===== src/rtl/spi_eng_pkg.sv =====
// Package: types and helpers shared by the SPI shift engine.
// Assumes words of at most 16 bits, because the length code 0000 means 16.
package spi_eng_pkg;
    localparam int MAX_BITS = 16;
    localparam int IDX_W    = $clog2(MAX_BITS + 1);

    typedef logic [IDX_W-1:0] bitcnt_t;

    localparam bitcnt_t ONE = bitcnt_t'(1);

    // Wire position of the bit shifted at step idx of an n-bit word.
    function automatic bitcnt_t bit_pos(bitcnt_t idx, bitcnt_t n, logic lsb_first);
        return lsb_first ? idx : (n - idx - ONE);
    endfunction

    // Select the bit of w that goes out at step idx.
    function automatic logic pick_bit(logic [MAX_BITS-1:0] w, bitcnt_t idx,
                                      bitcnt_t n, logic lsb_first);
        bitcnt_t p;
        p = bit_pos(idx, n, lsb_first);
        return w[p[3:0]];
    endfunction
endpackage


===== src/rtl/spi_len_decode.sv =====
// Turns the enable bit and the 4-bit length code into a bit count.
// Assumes undefined codes 0001..0111 fall back to 8 bits.
module spi_len_decode
    import spi_eng_pkg::*;
(
    input  logic       len_en,
    input  logic [3:0] len_code,
    output bitcnt_t    nbits
);
    // Map the code to the number of bits per word.
    always_comb begin
        if (!len_en)
            nbits = bitcnt_t'(8);
        else if (len_code == 4'b0000)
            nbits = bitcnt_t'(16);
        else if (len_code[3])
            nbits = bitcnt_t'(len_code);
        else
            nbits = bitcnt_t'(8);
    end
endmodule


===== src/rtl/spi_pin_sync.sv =====
// Multi-flop synchronizer for asynchronous pin inputs.
// Assumes STAGES >= 2. Each bit resets to its own RST_VAL bit.
module spi_pin_sync #(
    parameter int               WIDTH   = 3,
    parameter int               STAGES  = 2,
    parameter logic [WIDTH-1:0] RST_VAL = '0
) (
    input  logic             clk,
    input  logic             rst_n,
    input  logic [WIDTH-1:0] din,
    output logic [WIDTH-1:0] dout
);
    for (genvar g = 0; g < WIDTH; g++) begin : g_bit
        logic [STAGES-1:0] chain;
        // Shift the pin level through the flop chain.
        always_ff @(posedge clk) begin
            if (!rst_n)
                chain <= {STAGES{RST_VAL[g]}};
            else
                chain <= {chain[STAGES-2:0], din[g]};
        end
        assign dout[g] = chain[STAGES-1];
    end
endmodule


===== src/rtl/spi_sck_gen.sv =====
// Master bit-clock timer: pulses tick every DIV/2 system clocks while run is high.
// Assumes DIV is even and at least 8.
module spi_sck_gen #(
    parameter int DIV = 8
) (
    input  logic clk,
    input  logic rst_n,
    input  logic run,
    output logic tick
);
    localparam int HALF = DIV / 2;
    localparam int CW   = (HALF > 1) ? $clog2(HALF) : 1;

    logic [CW-1:0] cnt;

    // Count system clocks within one SCK half period.
    always_ff @(posedge clk) begin
        if (!rst_n || !run)
            cnt <= '0;
        else if (cnt == CW'(HALF - 1))
            cnt <= '0;
        else
            cnt <= cnt + 1'b1;
    end

    assign tick = run && (cnt == CW'(HALF - 1));
endmodule


===== src/rtl/spi_shift_engine.sv =====
// SPI shift engine for master or slave role with 8..16-bit words.
// Assumes the cfg_* inputs change only while no transfer runs. Pins used
// in slave role pass through a two-flop synchronizer.
module spi_shift_engine
    import spi_eng_pkg::*;
#(
    parameter int CLK_DIV     = 8,
    parameter int SYNC_STAGES = 2
) (
    input  logic        clk,
    input  logic        rst_n,
    input  logic        cfg_len_en,
    input  logic [3:0]  cfg_len_code,
    input  logic        cfg_cpha,
    input  logic        cfg_cpol,
    input  logic        cfg_master,
    input  logic        cfg_lsb_first,
    input  logic        cfg_irq_en,
    input  logic [15:0] tx_word,
    input  logic        start,
    input  logic        flag_clr,
    output logic [15:0] rx_word,
    output logic        done_flag,
    output logic        fault_flag,
    output logic        irq,
    input  logic        sck_in,
    output logic        sck_out,
    input  logic        mosi_in,
    output logic        mosi_out,
    input  logic        miso_in,
    output logic        miso_out,
    input  logic        ssel_in_n,
    output logic        ssel_out_n
);
    bitcnt_t     nbits;
    bitcnt_t     idx;
    logic [2:0]  sync_q;
    logic        sck_s, mosi_s, ssel_s;
    logic        sck_prev, ssel_prev;
    logic        busy, level, tick, out_bit;
    logic [15:0] tx_lat, rx_acc, rx_ins;
    bitcnt_t     pos_cur;

    spi_len_decode u_len (
        .len_en   (cfg_len_en),
        .len_code (cfg_len_code),
        .nbits    (nbits)
    );

    spi_pin_sync #(.WIDTH(3), .STAGES(SYNC_STAGES), .RST_VAL(3'b100)) u_sync (
        .clk   (clk),
        .rst_n (rst_n),
        .din   ({ssel_in_n, mosi_in, sck_in}),
        .dout  (sync_q)
    );
    assign {ssel_s, mosi_s, sck_s} = sync_q;

    spi_sck_gen #(.DIV(CLK_DIV)) u_sck (
        .clk   (clk),
        .rst_n (rst_n),
        .run   (busy),
        .tick  (tick)
    );

    logic eff_master, s_lead, s_trail, ssel_rise, ssel_fall, samp_val;

    // Role and pin events derived from the synchronized slave pins.
    always_comb begin
        eff_master = cfg_master && !fault_flag;
        s_lead     = (sck_s != sck_prev) && (sck_s != cfg_cpol);
        s_trail    = (sck_s != sck_prev) && (sck_s == cfg_cpol);
        ssel_rise  = ssel_s && !ssel_prev;
        ssel_fall  = !ssel_s && ssel_prev;
        samp_val   = eff_master ? miso_in : mosi_s;
    end

    // Word with the currently sampled bit inserted at its position.
    always_comb begin
        pos_cur = bit_pos(idx, nbits, cfg_lsb_first);
        rx_ins  = rx_acc;
        rx_ins[pos_cur[3:0]] = samp_val;
    end

    // Transfer sequencing for master and slave roles, and the sticky flags.
    always_ff @(posedge clk) begin
        if (!rst_n) begin
            busy <= 1'b0; level <= 1'b0; idx <= '0; out_bit <= 1'b0;
            tx_lat <= '0; rx_acc <= '0; rx_word <= '0;
            done_flag <= 1'b0; fault_flag <= 1'b0;
            sck_prev <= 1'b0; ssel_prev <= 1'b1;
        end else begin
            sck_prev  <= sck_s;
            ssel_prev <= ssel_s;
            if (flag_clr) begin
                done_flag  <= 1'b0;
                fault_flag <= 1'b0;
            end
            if (eff_master && !ssel_s) begin
                fault_flag <= 1'b1;
                busy       <= 1'b0;
                level      <= 1'b0;
            end else if (eff_master) begin
                if (!busy) begin
                    if (start) begin
                        busy   <= 1'b1;
                        level  <= 1'b0;
                        idx    <= '0;
                        tx_lat <= tx_word;
                        rx_acc <= '0;
                        if (!cfg_cpha)
                            out_bit <= pick_bit(tx_word, '0, nbits, cfg_lsb_first);
                    end
                end else if (tick) begin
                    level <= ~level;
                    if (!level) begin
                        if (!cfg_cpha) rx_acc  <= rx_ins;
                        else           out_bit <= pick_bit(tx_lat, idx, nbits, cfg_lsb_first);
                    end else begin
                        if (cfg_cpha) rx_acc <= rx_ins;
                        if (idx == nbits - ONE) begin
                            busy      <= 1'b0;
                            done_flag <= 1'b1;
                            rx_word   <= cfg_cpha ? rx_ins : rx_acc;
                        end else begin
                            idx <= idx + ONE;
                            if (!cfg_cpha)
                                out_bit <= pick_bit(tx_lat, idx + ONE, nbits, cfg_lsb_first);
                        end
                    end
                end
            end else begin
                busy  <= 1'b0;
                level <= 1'b0;
                if (ssel_s) begin
                    if (ssel_rise && !cfg_cpha && idx == nbits) begin
                        done_flag <= 1'b1;
                        rx_word   <= rx_acc;
                    end
                    idx <= '0;
                end else if (!cfg_cpha) begin
                    if (ssel_fall) begin
                        tx_lat  <= tx_word;
                        rx_acc  <= '0;
                        idx     <= '0;
                        out_bit <= pick_bit(tx_word, '0, nbits, cfg_lsb_first);
                    end else if (s_lead && idx < nbits) begin
                        rx_acc <= rx_ins;
                    end else if (s_trail && idx < nbits) begin
                        idx <= idx + ONE;
                        if (idx + ONE < nbits)
                            out_bit <= pick_bit(tx_lat, idx + ONE, nbits, cfg_lsb_first);
                    end
                end else begin
                    if (s_lead) begin
                        if (idx == '0) begin
                            tx_lat  <= tx_word;
                            rx_acc  <= '0;
                            out_bit <= pick_bit(tx_word, '0, nbits, cfg_lsb_first);
                        end else begin
                            out_bit <= pick_bit(tx_lat, idx, nbits, cfg_lsb_first);
                        end
                    end else if (s_trail) begin
                        rx_acc <= rx_ins;
                        if (idx == nbits - ONE) begin
                            done_flag <= 1'b1;
                            rx_word   <= rx_ins;
                            idx       <= '0;
                        end else begin
                            idx <= idx + ONE;
                        end
                    end
                end
            end
        end
    end

    assign sck_out    = cfg_cpol ^ level;
    assign ssel_out_n = ~busy;
    assign mosi_out   = out_bit;
    assign miso_out   = out_bit;
    assign irq        = cfg_irq_en && (done_flag || fault_flag);
endmodule


===== config.mk =====
export PLATFORM = sky130hd
export DESIGN_NAME = spi_shift_engine
export DESIGN_NICKNAME = d
export VERILOG_FILES = /design/src/rtl/spi_eng_pkg.sv /design/src/rtl/spi_len_decode.sv /design/src/rtl/spi_pin_sync.sv /design/src/rtl/spi_sck_gen.sv /design/src/rtl/spi_shift_engine.sv
export SDC_FILE = /design/constraint.sdc
export NUM_CORES = 1
export LEC_CHECK = 0
export BUFFER_PORTS_ARGS = -buffer_cell sky130_fd_sc_hd__buf_2
export CAP_MARGIN = 20
export CORE_ASPECT_RATIO = 1.5
export CORE_MARGIN = 2
export CORE_UTILIZATION = 27
export CTS_CLUSTER_SIZE = 12
export DETAILED_ROUTE_END_ITERATION = 10
export RECOVER_POWER = 100
export SLEW_MARGIN = 5
export SYNTH_ARGS = -nofsm -noshare
export SYNTH_HDL_FRONTEND = slang
export SYNTH_SLANG_ARGS = --single-unit

===== constraint.sdc =====
create_clock -name clk -period 4.3 [get_ports clk]
set_input_delay 0.86 -clock clk [delete_from_list [all_inputs] [get_ports clk]]
set_output_delay 0.86 -clock clk [all_outputs]
set_load 0.02 [all_outputs]

==> metrics.yaml, run 1 <==
status: "complete, but fails checks"
violations: "capacitance limit, slew limit"
hold_violations: 0
synth_fa_ha_area_frac: 0.0506
grt_pass1_vias: 4621
critPathBufInv: 4
postCtsResizedCells: 0
power_leakage_nw: 2.27
gp_routability_congestion: 0.859
synth-compound-area-share: 0.223
ant_nets: 0
slew_headroom: -0.239
final_area_sq_um: 5760
ir_worst_vdd_uv: 198
yosysUniqueCellTypes: 80
nNetsFinal: 711
critPathTopFamily: "buffers and inverters"
synthMuxAreaShare: 0.135
dp.cells: 865
p_sw_mw: 0.523
slowest_stage: "clkbuf_2"
drive_above_1_share: 0.120
core_area_sq_um: 17900
clockRootBuffer: "clkbuf_16"
syn_nets: 664
grt_usage: 0.158
synthSimpleGateAreaFrac: 0.245
synth_edf_count: 0
cts-hold-fix-buffers: 0
antenna_found_initial: 0
die_x_um: 115
timing.rr.end: "rx_word[11]"
synth_xor_area_frac: 0.0248
period_share: 0.860
clkTransAtPathRegs_ns: 0.06
totalWireLength_um: 15300
ys.warnings.count: 0
drc_errors: 0
wire_per_inst_um: 17.3
synthToLayoutAreaGrowth_pct: 16.5
reg2reg_depth: 10
slew_viol_final: 72
fill_cells: 1889
syn_inst: 612
finalSetupViolations: 0
multi_input_area_sq_um: 3350
grt_setup_unrepaired: "false"
ys_ff_latch: 68
syn_area_per_cell_sq_um: 8.09
drt-initial-drc-count: 319
cts_made_buffers: 9
path_max_fanout: 30
start_kind: "input port"
fin_crit_ns: 3.70
required_ns: 4.53
synth_top_family_by_area: "simple AND/OR/NAND/NOR gates"
power_frac_comb: 0.175
regArea_sq_um: 1360
die_h_um: 170
portBuffers: 56
cts_tree: "built"
r2r_start: "idx[2]"
synth_flop_cell: "dfxtp_1"
hpwl_um: 11400
hold_path.class: "reg -> reg"
max_freq_ghz: 0.270
switching_share: 0.285
p_clk_frac: 0.459
worst_pin_slew_ns: 1.86
grt_pass1_wl_um: 24300
crit_chain: "buf_2 > nand3_2 > clkinvlp_2 > ha_1 > inv_1 > fa_1 > xor2_1 > o21a_1 > clkbuf_2 > nand4_1 > and3_1 > o41a_1"
placedInstanceArea_sq_um: 5500
rrSetupSlack_ns: 1.00
arrival_ns: 3.93
internal_power_mw: 1.31
cts_setup_buffers: 0
clock_latency_ns: 0.35
synth_seq_area_share: 0.275
crit_type: "in -> reg"
fin_cells: 881
slowest_delay_ns: 0.50
syn-cell-area_sq_um: 4950
rows: 60
dieArea_sq_um: 19400
skew_ns: 0.00908
hold_depth: 1
tns_ns: 0
p_seq_frac: 0.366
grt_start_max_net_pins: 37
end_kind: "register"
num_antenna_cells: 0
grt_overflow: 0
min_to: "u_sync.g_bit[2].chain[1]"
via_count: 4874
viasPerCell: 5.53
async_reset_ff_frac: 0
initial_core_util: 0.276
min_from: "u_sync.g_bit[2].chain[0]"
clkSinkCount: 68
powerDensity_nw_per_um2: 319
drt_pass1_iterations: 5
utilization: 0.321
clk_path_buf_depth: 2
cts_htree_levels: 3
whs_ns: 0.414
maxCapViolCount: 2
num_io_pins: 57
==> power by group through the flow <==
stage | registers, mW | logic [mW] | clock network, mW
5_1_grt | 0.674 | 0.352 | 0.883
3_5_place_dp | 0.685 | 0.322 | 0
2_1_floorplan | 0.678 | 0.226 | 0
3_3_place_gp | 0.685 | 0.322 | 0
4_1_cts | 0.671 | 0.323 | 0.856
6_report | 0.672 | 0.322 | 0.843
==> cell usage after synthesis (3+ instances only) <==
cell type | n | area, sq um
a211oi_1 | 11 | 82.6
a21o_1 | 4 | 30.0
a21oi_1 | 33 | 165
a221oi_1 | 3 | 26.3
a31oi_1 | 11 | 68.8
and2_1 | 9 | 56.3
and3_1 | 5 | 31.3
buf_2 | 6 | 30.0
clkbuf_1 | 32 | 120
dfxtp_1 | 68 | 1360
ha_1 | 16 | 200
inv_1 | 14 | 52.6
mux2i_1 | 53 | 531
mux4_2 | 3 | 67.6
nand2_1 | 66 | 248
nand2b_1 | 18 | 113
nand3_1 | 22 | 110
nand3b_1 | 3 | 22.5
nand4_1 | 9 | 56.3
nor2_1 | 32 | 120
nor2b_1 | 9 | 56.3
nor3_1 | 28 | 140
o2111ai_1 | 6 | 52.6
o211a_1 | 3 | 30.0
o211ai_1 | 4 | 30.0
o21a_1 | 7 | 52.6
o21ai_0 | 33 | 165
o221a_2 | 3 | 33.8
o22ai_1 | 3 | 18.8
o311a_1 | 5 | 50.1
o31ai_1 | 6 | 45.0
o32ai_1 | 3 | 26.3
o41a_1 | 4 | 45.0
or3_1 | 3 | 18.8
or4_1 | 8 | 60.1
xnor2_1 | 11 | 96.3
xor2_1 | 3 | 26.3
==> worst max-delay path by stage <==
| stage | slack, ns | cells after the start | endpoint | start |
|---|---|---|---|---|
| 3_3_place_gp | 0.55 | 12 | rx_word[6] | cfg_len_code[3] |
| 2_1_floorplan | 0.92 | 13 | rx_word[11] | cfg_len_code[3] |
| 4_1_cts | 0.88 | 12 | rx_word[6] | cfg_len_code[3] |
| 3_5_place_dp | 0.53 | 12 | rx_word[6] | cfg_len_code[3] |
| 6_report | 0.60 | 12 | rx_acc[9] | cfg_len_en |
| 5_1_grt | 0.26 | 12 | rx_word[6] | cfg_len_code[3] |
==> per-layer routing <==
layer,GRT usage,vias to the layer above,wire length [um],share of wire
li1,-,2381,-,-
met1,0.178,2319,6310,0.41
met2,0.286,143,7820,0.51
met3,0.0254,31,654,0.043
met4,0.0769,0,481,0.031
met5,0,-,0,0
==> cells in the final DEF, fill, tap and decap left out, types with 6 or more instances in the layout <==
| master | synthesis | layout |
|---|---|---|
| o21ai_0 | 33 | 33 |
| inv_1 | 14 | 14 |
| buf_2 | 6 | 30 |
| and2_1 | 9 | 8 |
| buf_4 | 2 | 14 |
| nor2_1 | 32 | 33 |
| nand2b_1 | 18 | 18 |
| a211oi_1 | 11 | 11 |
| a21oi_1 | 33 | 32 |
| ha_1 | 16 | 16 |
| xnor2_1 | 11 | 11 |
| o21a_1 | 7 | 7 |
| clkbuf_1 | 32 | 32 |
| nand2_1 | 66 | 66 |
| mux2i_1 | 53 | 53 |
| dfxtp_1 | 68 | 68 |
| nand3_1 | 22 | 22 |
| nor3_1 | 28 | 28 |
| a31oi_1 | 11 | 11 |
| nor2b_1 | 9 | 9 |
| clkbuf_16 | 0 | 9 |
| or4_1 | 8 | 8 |
| o2111ai_1 | 6 | 6 |
| o31ai_1 | 6 | 6 |
| nand4_1 | 9 | 9 |
==> area by class of cell <==
cell class                      instances  share of cell area
Inverter                               16              0.0106
Clock inverter                          5              0.0145
Multi-Input combinational cell        487               0.582
Clock buffer                           11              0.0439
Tap cell                              217              0.0471
Timing Repair Buffer                   77              0.0660
Sequential cell                        68               0.236
==> cell families (layout without fill, tap and decap cells) <==
| logic type | Yosys count | in the layout |
|---|---|---|
| AND/OR/NAND/NOR | 232 | 232 |
| AO/OA/AOI/OAI | 161 | 161 |
| flip-flops | 68 | 68 |
| multiplexers | 61 | 61 |
| buffers and inverters | 57 | 109 |
| adder cells (fa/ha/maj) | 19 | 19 |
| XOR/XNOR | 14 | 14 |
==> registers in the layout, indices dropped and copies added, names as in the netlist <==
signal,cells
sck_prev,1
done_flag,1
u_sck.cnt,2
tx_lat,16
rx_word,16
fault_flag,1
busy,1
idx,5
level,1
u_sync.g_bit.chain,6
ssel_prev,1
miso_out,1
rx_acc,16
==> worst reg2reg max path, stage by stage (launching register included) <==
cell and delay [ns]:
dfxtp_1 0.60, inv_1 0.16, ha_1 0.42, a21oi_1 0.21, a221oi_1 0.10, a211oi_1 0.42, a21oi_2 0.22, buf_4 0.25
or4_1 0.52, o2111ai_1 0.13, a21oi_1 0.08
==> stage by stage <==
| step | setup WS [ns] | total power, mW |
|---|---|---|
| floorplan | 0.919 | 0.904 |
| global placement | 0.554 | 1.01 |
| detailed placement | 0.533 | 1.01 |
| CTS | 0.878 | 1.85 |
| global route | 0.265 | 1.91 |
| finish | 0.600 | 1.84 |
Power figures use the tool's default switching activity.
==> run 2: changes to the inputs <==
--- a/config.mk
+++ b/config.mk
@@ -9,9 +9,10 @@
 export CAP_MARGIN = 20
 export CORE_ASPECT_RATIO = 1.5
 export CORE_MARGIN = 2
-export CORE_UTILIZATION = 27
+export CORE_UTILIZATION = 60
 export CTS_CLUSTER_SIZE = 12
 export DETAILED_ROUTE_END_ITERATION = 10
+export PLACE_DENSITY = 0.82
 export RECOVER_POWER = 100
 export SLEW_MARGIN = 5
 export SYNTH_ARGS = -nofsm -noshare
==> metrics.yaml, run 2 (synthesis gave the netlist of run 1 again) <==
grt_overflow: 0
violations: "capacitance limit, slew limit"
critPathCapture: "rx_word[9]"
cts_made_buffers: 9
clk_path_buf_depth: 2
final_area_sq_um: 5570
ir_worst_vdd_uv: 237
cts_tree: "built"
slew_headroom: -0.0961
num_io_pins: 57
antenna_found_initial: 0
powerDensity_nw_per_um2: 314
utilization: 0.696
viasPerCell: 6.55
cts-hold-fix-buffers: 0
arrival_ns: 3.98
portBuffers: 56
drive_above_1_share: 0.120
dieArea_sq_um: 9000
grt_start_max_net_pins: 38
path_max_fanout: 12
nNetsFinal: 706
r2r_start: "idx[2]"
period_share: 0.877
hpwl_um: 10200
rrSetupSlack_ns: 0.78
ant_nets: 0
drt-initial-drc-count: 535
drc_errors: 0
cts_setup_buffers: 0
grt_setup_unrepaired: "false"
hold_path.class: "reg -> reg"
clockRootBuffer: "clkbuf_16"
grt_pass1_wl_um: 23000
fin_crit_ns: 3.77
worst_pin_slew_ns: 1.64
placedInstanceArea_sq_um: 5310
crit_type: "in -> reg"
hold_violations: 0
drt_pass1_iterations: 5
rows: 40
power_leakage_nw: 2.25
cts_htree_levels: 3
skew_ns: 0.00822
initial_core_util: 0.618
via_count: 5005
clock_latency_ns: 0.35
maxCapViolCount: 1
timing.rr.end: "rx_acc[9]"
wire_per_inst_um: 18.6
slew_viol_final: 38
grt_pass1_vias: 4858
totalWireLength_um: 14200
core_area_sq_um: 8010
final_common_cell: "dfxtp_1"
gp_routability_congestion: 0.956
crit_start: "cfg_len_code[1]"
finalSetupViolations: 0
postCtsResizedCells: 0
synthToLayoutAreaGrowth_pct: 12.6
clkSinkCount: 68
required_ns: 4.51
max_freq_ghz: 0.265
reg_top3: "rx_acc (16), rx_word (16), tx_lat (16)"
clkTransAtPathRegs_ns: 0.06
die_h_um: 115
num_antenna_cells: 0
die_x_um: 78.2
mostFrequentLayoutCells: "68 x dfxtp_1, 66 x nand2_1, 53 x mux2i_1, 33 x nor2_1, 33 x o21ai_0"
end_kind: "register"
tns_ns: 0
reg2reg_depth: 9
start_kind: "input port"
grt_usage: 0.324
status: "complete, but fails checks"
==> run 2: through the flow <==
step	total power [mW]	hold slack, ns	instances	setup WS (ns)
floorplan	0.904	0.386	612	0.919
global placement	0.986	0.401	747	0.521
detailed placement	0.997	0.412	747	0.396
CTS	1.74	0.431	763	0.724
global route	1.81	0.445	764	0.255
finish	1.75	0.431	764	0.529
==> run 2: worst min path at each step <==
stage	startpoint	endpoint	slack (ns)	cells after the start
final	u_sync.g_bit[2].chain[0]	u_sync.g_bit[2].chain[1]	0.43	1
after global routing	u_sync.g_bit[2].chain[0]	u_sync.g_bit[2].chain[1]	0.45	1
after CTS	u_sync.g_bit[2].chain[0]	u_sync.g_bit[2].chain[1]	0.43	1
after detailed placement	u_sync.g_bit[2].chain[0]	u_sync.g_bit[2].chain[1]	0.41	1
after global placement	u_sync.g_bit[2].chain[0]	u_sync.g_bit[2].chain[1]	0.40	1
after floorplan	u_sync.g_bit[2].chain[0]	u_sync.g_bit[2].chain[1]	0.39	1
==> run 2: layer usage <==
metal | track usage | vias up | part of all wire
li1 | - | 2364 | -
met1 | 0.351 | 2334 | 0.37
met2 | 0.561 | 234 | 0.51
met3 | 0.0659 | 73 | 0.058
met4 | 0.232 | 0 | 0.061
met5 | 0 | - | 0
==> run 2: layout make-up <==
class	instances	area (sq um)
Clock buffer	9	225
Clock inverter	7	75.1
Fill cell	671	2440
Inverter	16	61.3
Multi-Input combinational cell	487	3350
Sequential cell	68	1360
Tap cell	105	131
Timing Repair Buffer	72	362
==> run 2: critical path, stage by stage <==
cell and delay, ns:
clkbuf_1 0.10, or3_1 0.43, nor2_1 0.46, inv_1 0.13
ha_1 0.36, nand2_1 0.06, nor4_1 0.17, nand3_1 0.33
o21a_1 0.32, nor2_1 0.14, clkbuf_1 0.43, o21ai_0 0.17
==> run 2: report_power, final <==
part,internal (mW),switching [mW]
sequential,0.651,0.0214
combinational,0.121,0.200
clock,0.450,0.305
